[src/rtl/qtmr_pkg.sv]
package qtmr_pkg;
  localparam int CTL_ENA  = 7;
  localparam int CTL_PER  = 6;
  localparam int CTL_PRE  = 2;
  localparam int CTL_WIDE = 1;
  localparam int CTL_ONE  = 0;

  typedef struct packed {
    logic       ena;
    logic       per;
    logic [1:0] pre;
    logic       wide;
    logic       one;
  } ctl_t;

  function automatic ctl_t ctl_decode(input logic [7:0] b);
    ctl_t c;
    c.ena  = b[CTL_ENA];
    c.per  = b[CTL_PER];
    c.pre  = b[CTL_PRE+1:CTL_PRE];
    c.wide = b[CTL_WIDE];
    c.one  = b[CTL_ONE];
    return c;
  endfunction

  function automatic logic [7:0] ctl_encode(input ctl_t c);
    return {c.ena, c.per, 2'b00, c.pre, c.wide, c.one};
  endfunction
endpackage

[src/rtl/qtmr_prescale.sv]
module qtmr_prescale #(
  parameter int PRE_LOG2 = 8
) (
  input  logic       clk,
  input  logic       rst,
  input  logic       run,
  input  logic       clr,
  input  logic [1:0] sel,
  output logic       step
);
  localparam int PW = PRE_LOG2;
  localparam logic [PW-1:0] TERM_MID = PW'((1 << (PRE_LOG2/2)) - 1);
  localparam logic [PW-1:0] TERM_MAX = PW'((1 << PRE_LOG2) - 1);

  logic [PW-1:0] phase_q;
  logic [PW-1:0] term;

  always_comb begin
    case (sel)
      2'b00:   term = '0;
      2'b01:   term = TERM_MID;
      default: term = TERM_MAX;
    endcase
  end

  assign step = run && (phase_q == term);

  always_ff @(posedge clk) begin
    if (rst || clr) phase_q <= '0;
    else if (run)   phase_q <= step ? '0 : phase_q + 1'b1;
  end
endmodule

[src/rtl/qtmr_channel.sv]
module qtmr_channel
  import qtmr_pkg::*;
#(
  parameter int CW       = 32,
  parameter int NW       = 16,
  parameter int PRE_LOG2 = 8
) (
  input  logic          clk,
  input  logic          rst,
  input  logic          tick_en,
  input  logic          wr_ld,
  input  logic          wr_bg,
  input  logic          wr_ctl,
  input  logic [CW-1:0] wdata,
  output ctl_t          ctl_q,
  output logic [CW-1:0] ld_q,
  output logic [CW-1:0] bg_q,
  output logic [CW-1:0] cnt_q,
  output logic [CW-1:0] cur,
  output logic          evt
);
  localparam logic [CW-1:0] NMASK = {{(CW-NW){1'b0}}, {NW{1'b1}}};

  logic [CW-1:0] wmask;
  logic [CW-1:0] nxt;
  logic          step;

  assign wmask = ctl_q.wide ? '1 : NMASK;
  assign cur   = cnt_q & wmask;

  qtmr_prescale #(.PRE_LOG2(PRE_LOG2)) u_pre (
    .clk  (clk),
    .rst  (rst),
    .run  (tick_en && ctl_q.ena),
    .clr  (!ctl_q.ena || wr_ld),
    .sel  (ctl_q.pre),
    .step (step)
  );

  assign evt = step && !wr_ld && (cur == CW'(1));

  always_comb begin
    if (ctl_q.one)
      nxt = (cur == '0) ? cur : cur - CW'(1);
    else if (ctl_q.per && cur <= CW'(1))
      nxt = bg_q & wmask;
    else
      nxt = (cur - CW'(1)) & wmask;
  end

  always_ff @(posedge clk) begin
    if (rst) begin
      ctl_q <= '0;
      ld_q  <= '0;
      bg_q  <= '0;
      cnt_q <= '0;
    end else begin
      if (wr_ctl) ctl_q <= ctl_decode(wdata[7:0]);
      if (wr_ld) begin
        ld_q  <= wdata;
        bg_q  <= wdata;
        cnt_q <= wdata & wmask;
      end else begin
        if (wr_bg) bg_q  <= wdata;
        if (step)  cnt_q <= nxt;
      end
    end
  end
endmodule

[src/rtl/qtmr_irq.sv]
module qtmr_irq #(
  parameter int NCH = 4
) (
  input  logic           clk,
  input  logic           rst,
  input  logic           wr_mask,
  input  logic           wr_clr,
  input  logic [NCH-1:0] wbits,
  input  logic [NCH-1:0] evt,
  output logic [NCH-1:0] raw_q,
  output logic [NCH-1:0] mask_q,
  output logic           irq_q
);
  logic [NCH-1:0] raw_d;
  logic [NCH-1:0] mask_d;

  assign raw_d  = (raw_q & ~(wr_clr ? wbits : '0)) | evt;
  assign mask_d = wr_mask ? wbits : mask_q;

  always_ff @(posedge clk) begin
    if (rst) begin
      raw_q  <= '0;
      mask_q <= '0;
      irq_q  <= 1'b0;
    end else begin
      raw_q  <= raw_d;
      mask_q <= mask_d;
      irq_q  <= |(raw_d & mask_d);
    end
  end
endmodule

[src/rtl/quad_dtimer.sv]
module quad_dtimer
  import qtmr_pkg::*;
#(
  parameter int NCH      = 4,
  parameter int DW       = 32,
  parameter int NW       = 16,
  parameter int ADDR_W   = 8,
  parameter int PRE_LOG2 = 8
) (
  input  logic              clk,
  input  logic              rst,
  input  logic              tick_en,
  input  logic              wr_en,
  input  logic              rd_en,
  input  logic [ADDR_W-1:0] addr,
  input  logic [DW-1:0]     wdata,
  output logic [DW-1:0]     rdata,
  output logic              irq_out
);
  localparam int RW = ADDR_W - 4;

  logic [RW-1:0] region;
  logic [1:0]    fld;
  logic          aligned;

  assign region  = addr[ADDR_W-1:4];
  assign fld     = addr[3:2];
  assign aligned = (addr[1:0] == 2'b00);

  logic [NCH-1:0]         ch_evt;
  logic [NCH-1:0]         ch_ena;
  logic [NCH-1:0]         ch_one;
  logic [NCH-1:0]         ld_wr;
  logic [NCH-1:0][DW-1:0] ch_val;
  logic [NCH-1:0][DW-1:0] ch_cur;
  logic [NCH-1:0][DW-1:0] ch_ld;
  logic [NCH-1:0][DW-1:0] ch_bg;
  ctl_t [NCH-1:0]         ch_ctl;

  logic [NCH-1:0] raw_q;
  logic [NCH-1:0] mask_q;

  logic glob_wr;
  assign glob_wr = wr_en && aligned && (region == '0);

  genvar gi;
  generate
    for (gi = 0; gi < NCH; gi++) begin : g_ch
      logic hit;
      assign hit       = wr_en && aligned && (region == RW'(gi + 1));
      assign ld_wr[gi] = hit && (fld == 2'd0);

      qtmr_channel #(.CW(DW), .NW(NW), .PRE_LOG2(PRE_LOG2)) u_ch (
        .clk     (clk),
        .rst     (rst),
        .tick_en (tick_en),
        .wr_ld   (ld_wr[gi]),
        .wr_bg   (hit && (fld == 2'd3)),
        .wr_ctl  (hit && (fld == 2'd2)),
        .wdata   (wdata),
        .ctl_q   (ch_ctl[gi]),
        .ld_q    (ch_ld[gi]),
        .bg_q    (ch_bg[gi]),
        .cnt_q   (ch_val[gi]),
        .cur     (ch_cur[gi]),
        .evt     (ch_evt[gi])
      );
      assign ch_ena[gi] = ch_ctl[gi].ena;
      assign ch_one[gi] = ch_ctl[gi].one;
    end
  endgenerate

  qtmr_irq #(.NCH(NCH)) u_irq (
    .clk     (clk),
    .rst     (rst),
    .wr_mask (glob_wr && (fld == 2'd0)),
    .wr_clr  (glob_wr && (fld == 2'd3)),
    .wbits   (wdata[NCH-1:0]),
    .evt     (ch_evt),
    .raw_q   (raw_q),
    .mask_q  (mask_q),
    .irq_q   (irq_out)
  );

  logic [DW-1:0] rd_mux;
  always_comb begin
    rd_mux = '0;
    if (aligned) begin
      if (region == '0) begin
        case (fld)
          2'd0:    rd_mux = DW'(mask_q);
          2'd1:    rd_mux = DW'(raw_q);
          2'd2:    rd_mux = DW'(raw_q & mask_q);
          default: rd_mux = '0;
        endcase
      end
      for (int i = 0; i < NCH; i++) begin
        if (region == RW'(i + 1)) begin
          case (fld)
            2'd0:    rd_mux = ch_ld[i];
            2'd1:    rd_mux = ch_cur[i];
            2'd2:    rd_mux = DW'(ctl_encode(ch_ctl[i]));
            default: rd_mux = ch_bg[i];
          endcase
        end
      end
    end
  end

  always_ff @(posedge clk) begin
    if (rst)        rdata <= '0;
    else if (rd_en) rdata <= rd_mux;
  end
endmodule

[config.mk]
export PLATFORM = sky130hd
export DESIGN_NAME = quad_dtimer
export DESIGN_NICKNAME = d
export VERILOG_FILES = /design/src/rtl/qtmr_pkg.sv /design/src/rtl/qtmr_prescale.sv /design/src/rtl/qtmr_channel.sv /design/src/rtl/qtmr_irq.sv /design/src/rtl/quad_dtimer.sv
export SDC_FILE = /design/constraint.sdc
export NUM_CORES = 2
export LEC_CHECK = 0
export BUFFER_PORTS_ARGS = -buffer_cell sky130_fd_sc_hd__buf_2
export CAP_MARGIN = 20
export CORE_MARGIN = 1.5
export CORE_UTILIZATION = 45
export CTS_CLUSTER_DIAMETER = 100
export DETAILED_ROUTE_END_ITERATION = 7
export SYNTH_ARGS = -nofsm -noshare
export SYNTH_HDL_FRONTEND = slang
export SYNTH_SLANG_ARGS = --single-unit
[constraint.sdc]
create_clock -name clk -period 3 [get_ports clk]
set_input_delay 0.3 -clock clk [delete_from_list [all_inputs] [get_ports clk]]
set_output_delay 0.3 -clock clk [all_outputs]
set_load 0.01 [all_outputs]
==> results.txt <==
Vias: 27,600
post-synthesis sequential area ratio: 36.4%
FF/Latch Area: 0.00963 mm^2
initial antenna violation count: 4
warnings from Yosys: 0
Synth Net Count: 3,653
# H-tree levels: 2
share of post-route cells with drive strength above 1: 12.3%
GPL Wtd Cong: 1.04
Total GRT Usage: 34.1%
critical path's top delay family: simple AND/OR/NAND/NOR gates
Worst Reg-to-Reg Cells: 8
pwr dens: 462 mW/mm^2
Comb pwr share: 6.2%
Worst Path Buf+Inv: 2
final hold violation count: 0
critical path capture point type: flop
post-placement cell count: 4,336
P&R area growth vs syn: 13.5%
DRC violations left: 0
CP Launch Point: g_ch[1].u_ch.cnt_q[16]$_SDFFE_PP0P_
first-pass GRT wire length: 159,000 um
Synth area leaders: dfxtp_1, nand2_1, a21oi_1
# port buffers: 77
Worst-Skew Late Latency: 0.63 ns
Syn Area/Cell: 7.37 um^2
Hold Path Stages: 2
root buffer cell: clkbuf_16
Layout Cells excl Fill: 4,433
largest area contributor in the synthesized netlist: dfxtp_1
Int Pwr: 10.4 mW
Critical R2R Launch: g_ch[1].u_ch.cnt_q[16]$_SDFFE_PP0P_
worst hold path type: primary input to flop
die area: 0.0603 mm^2
f_max: 341 MHz
WP data arrival: 3.47 ns
fin. max-slew vios: 0
cts hold-fix bufs: 0
worst clock skew: 0.0212 ns
sw frac: 25.3%
Worst path max stage delay: 0.67 ns
post-route ant nets: 0
Rows: 88
gr ovfl total: 0
Die H: 246 um
Post-Route Utilization: 51.9%
period utilization: 97.8%
vias in the first global route: 25,800
Leak: 10.8 nW
initial core utilization: 45.7%
Slowest-stage cell, CP: or4_1
DR pass1 iterations: 6
Final #Nets: 3,688
final setup vio count: 0
area of the multi-input gates: 0.0155 mm^2
WHS: 0.0343 ns
Synth Register Bits: 481
Final HPWL DP: 73,300 um
DR iter-0 viols: 3,245
Yosys top cell area share: 36.4%
Most common cell on crit path: buf_4
CP required: 3.53 ns
clock share of power: 47.6%
status: completed
R2R Path End: g_ch[1].u_ch.cnt_q[31]$_SDFFE_PP0P_
Post-synth ARST share: 0%
min-delay src: rst
final wirelength: 105,000 um
fillers: 5,652
kind of critical path: flop to flop
min Tclk post-route: 2.93 ns
Tightest Pin Transition: 1.02 ns
critical-path cell list: or4_1 -> o41ai_4 -> buf_4 -> nand4_1 -> buf_4 -> and4b_1 -> a22oi_1 -> o21ai_0
core box area: 0.0579 mm^2
Syn Std Cell Area: 0.0265 mm^2
DR vias/cell: 6.23
Mapped Cells: 3,592
Net Sw Power: 3.51 mW
Max Buffers Root-to-Sink: 3
Seq pwr share: 46.2%
Clock Sinks: 481
I/O pin total: 78
CTS Buf Count: 54
largest net degree at the start of global routing: 162
Primary FF master, synth: dfxtp_1
hold endpoint: g_ch[3].u_ch.ctl_q[3]$_SDFFE_PP0P_
RSZ-0062 raised after global routing: no
Distinct cells, synth: 92
Reg clk slew, reported paths: 0.06 ns
die width: 246 um
Max Cap Violations: 0
critical path launch point type: flop
Slew HR: 31.8%
Max FO, Critical Path: 9
slack of the worst reg-to-reg path: 0.07 ns
VDD IR-drop max: 0.466 mV
wire per inst: 23.6 um
number of flops mapped to enable cells by yosys: 0
TritonCTS clock tree: built
-- power groups by stage --
stage	logic [mW]	registers, mW	clock network (mW)
after floorplan	0.456	6.55	0
after global placement	0.838	6.55	0
after detailed placement	0.839	6.55	0
after CTS	0.841	6.41	6.70
after global routing	0.895	6.41	6.95
final	0.862	6.41	6.62
-- final cells by class --
| cell class | instances | share of cell area, % |
|---|---|---|
| diodes | 1 | 0.00833 |
| clock buffers | 86 | 5.40 |
| clock inverters | 10 | 0.325 |
| inverters | 28 | 0.350 |
| multi-input cells | 2769 | 51.6 |
| flip-flops and latches | 481 | 32.1 |
| well taps | 765 | 3.19 |
| repair buffers | 293 | 7.13 |
-- metal layers --
| layer | track usage, % | up-vias | part of all wire, % | wire length [um] |
|---|---|---|---|---|
| li1 | - | 12800 | - | - |
| met1 | 47.6 | 13200 | 44 | 45700 |
| met2 | 52.1 | 1321 | 44 | 45700 |
| met3 | 5.46 | 219 | 8.6 | 8980 |
| met4 | 13.8 | 6 | 4.2 | 4420 |
| met5 | 0 | - | 0.031 | 32 |
-- how the worst max path moves through the flow --
stage,to,cells past startpoint
3_5_place_dp,g_ch[0].u_ch.cnt_q[30]$_SDFFE_PP0P_,10
6_report,g_ch[1].u_ch.cnt_q[31]$_SDFFE_PP0P_,8
4_1_cts,g_ch[0].u_ch.cnt_q[28]$_SDFFE_PP0P_,8
5_1_grt,g_ch[3].u_ch.cnt_q[27]$_SDFFE_PP0P_,8
2_1_floorplan,g_ch[0].u_ch.cnt_q[29]$_SDFFE_PP0P_,10
3_3_place_gp,g_ch[0].u_ch.cnt_q[30]$_SDFFE_PP0P_,10
-- kinds of logic after synthesis --
kind of cell / count (synthesis) / share of synthesized area (%)
compound gates: 1145 / 26.9
xor+xnor: 65 / 2.15
mux: 83 / 4.10
simple gates: 1460 / 24.4
flops: 481 / 36.4
buf+inv: 342 / 5.37
fa+ha+maj: 16 / 0.756
-- registers in the layout (all words and copies together) (netlist names), 4 cells and up --
signal	count
g_ch.u_ch.ld_q	128
g_ch.u_ch.u_pre.phase_q	32
g_ch.u_ch.bg_q	128
u_irq.raw_q	4
u_irq.mask_q	4
g_ch.u_ch.ctl_q	24
g_ch.u_ch.cnt_q	128
rdata	32
-- synthesized netlist by cell type (all sizes together), types with 21 or more instances --
library cell,number
dfxtp,481
a211oi,50
o21ai,220
a31oi,45
a21oi,468
inv,25
buf,41
and3,25
clkbuf,273
a22o,55
nor4,31
and2,23
nor2,222
a221oi,37
xor2,33
nand2,836
xnor2,32
or3,26
nor3,67
mux2i,59
nand2b,32
o211ai,29
nor2b,32
nand4,21
nand3,89
o22ai,33
a22oi,71
-- per-stage QoR --
step / total power [mW] / setup TNS, ns / area (um^2) / setup slack [ns]
2_1_floorplan: 7.00 / 0 / 26500 / 0.101
3_3_place_gp: 7.39 / -0.0368 / 28300 / -0.0368
3_5_place_dp: 7.39 / 0 / 28300 / 0.000975
4_1_cts: 13.9 / 0 / 30000 / 0.0839
5_1_grt: 14.3 / 0 / 30000 / 0.00552
6_report: 13.9 / 0 / 30000 / 0.0674
-- placed cells by master, fill, tap and decap left out, types with 16 or more instances in the layout --
| cell | count |
|---|---|
| buf_2 | 74 |
| nand3_1 | 89 |
| a22o_1 | 55 |
| buf_4 | 207 |
| xnor2_1 | 32 |
| nor3_1 | 64 |
| a21oi_1 | 468 |
| o31ai_1 | 17 |
| nor2b_1 | 32 |
| inv_1 | 25 |
| a211oi_1 | 40 |
| o21ai_0 | 218 |
| xor2_1 | 33 |
| clkbuf_16 | 54 |
| or3_1 | 26 |
| nor4_1 | 26 |
| nor2_1 | 218 |
| a31oi_1 | 45 |
| nand4_1 | 21 |
| a22oi_1 | 71 |
| and2_1 | 18 |
| mux4_2 | 20 |
| o22ai_1 | 32 |
| ha_1 | 16 |
| nand2b_1 | 32 |
| o211ai_1 | 29 |
| nand2_1 | 833 |
| and3_1 | 25 |
| a221oi_1 | 37 |
| dfxtp_1 | 481 |
| clkbuf_1 | 17 |
| mux2i_1 | 59 |
-- what timing repair did --
item | in CTS | in global routing
endpoints found under the setup margin | 1 | 17
buffers inserted | 0 | 0
gates resized for setup | 1 | 8
Note: power is estimated with default switching activity, not from simulation.
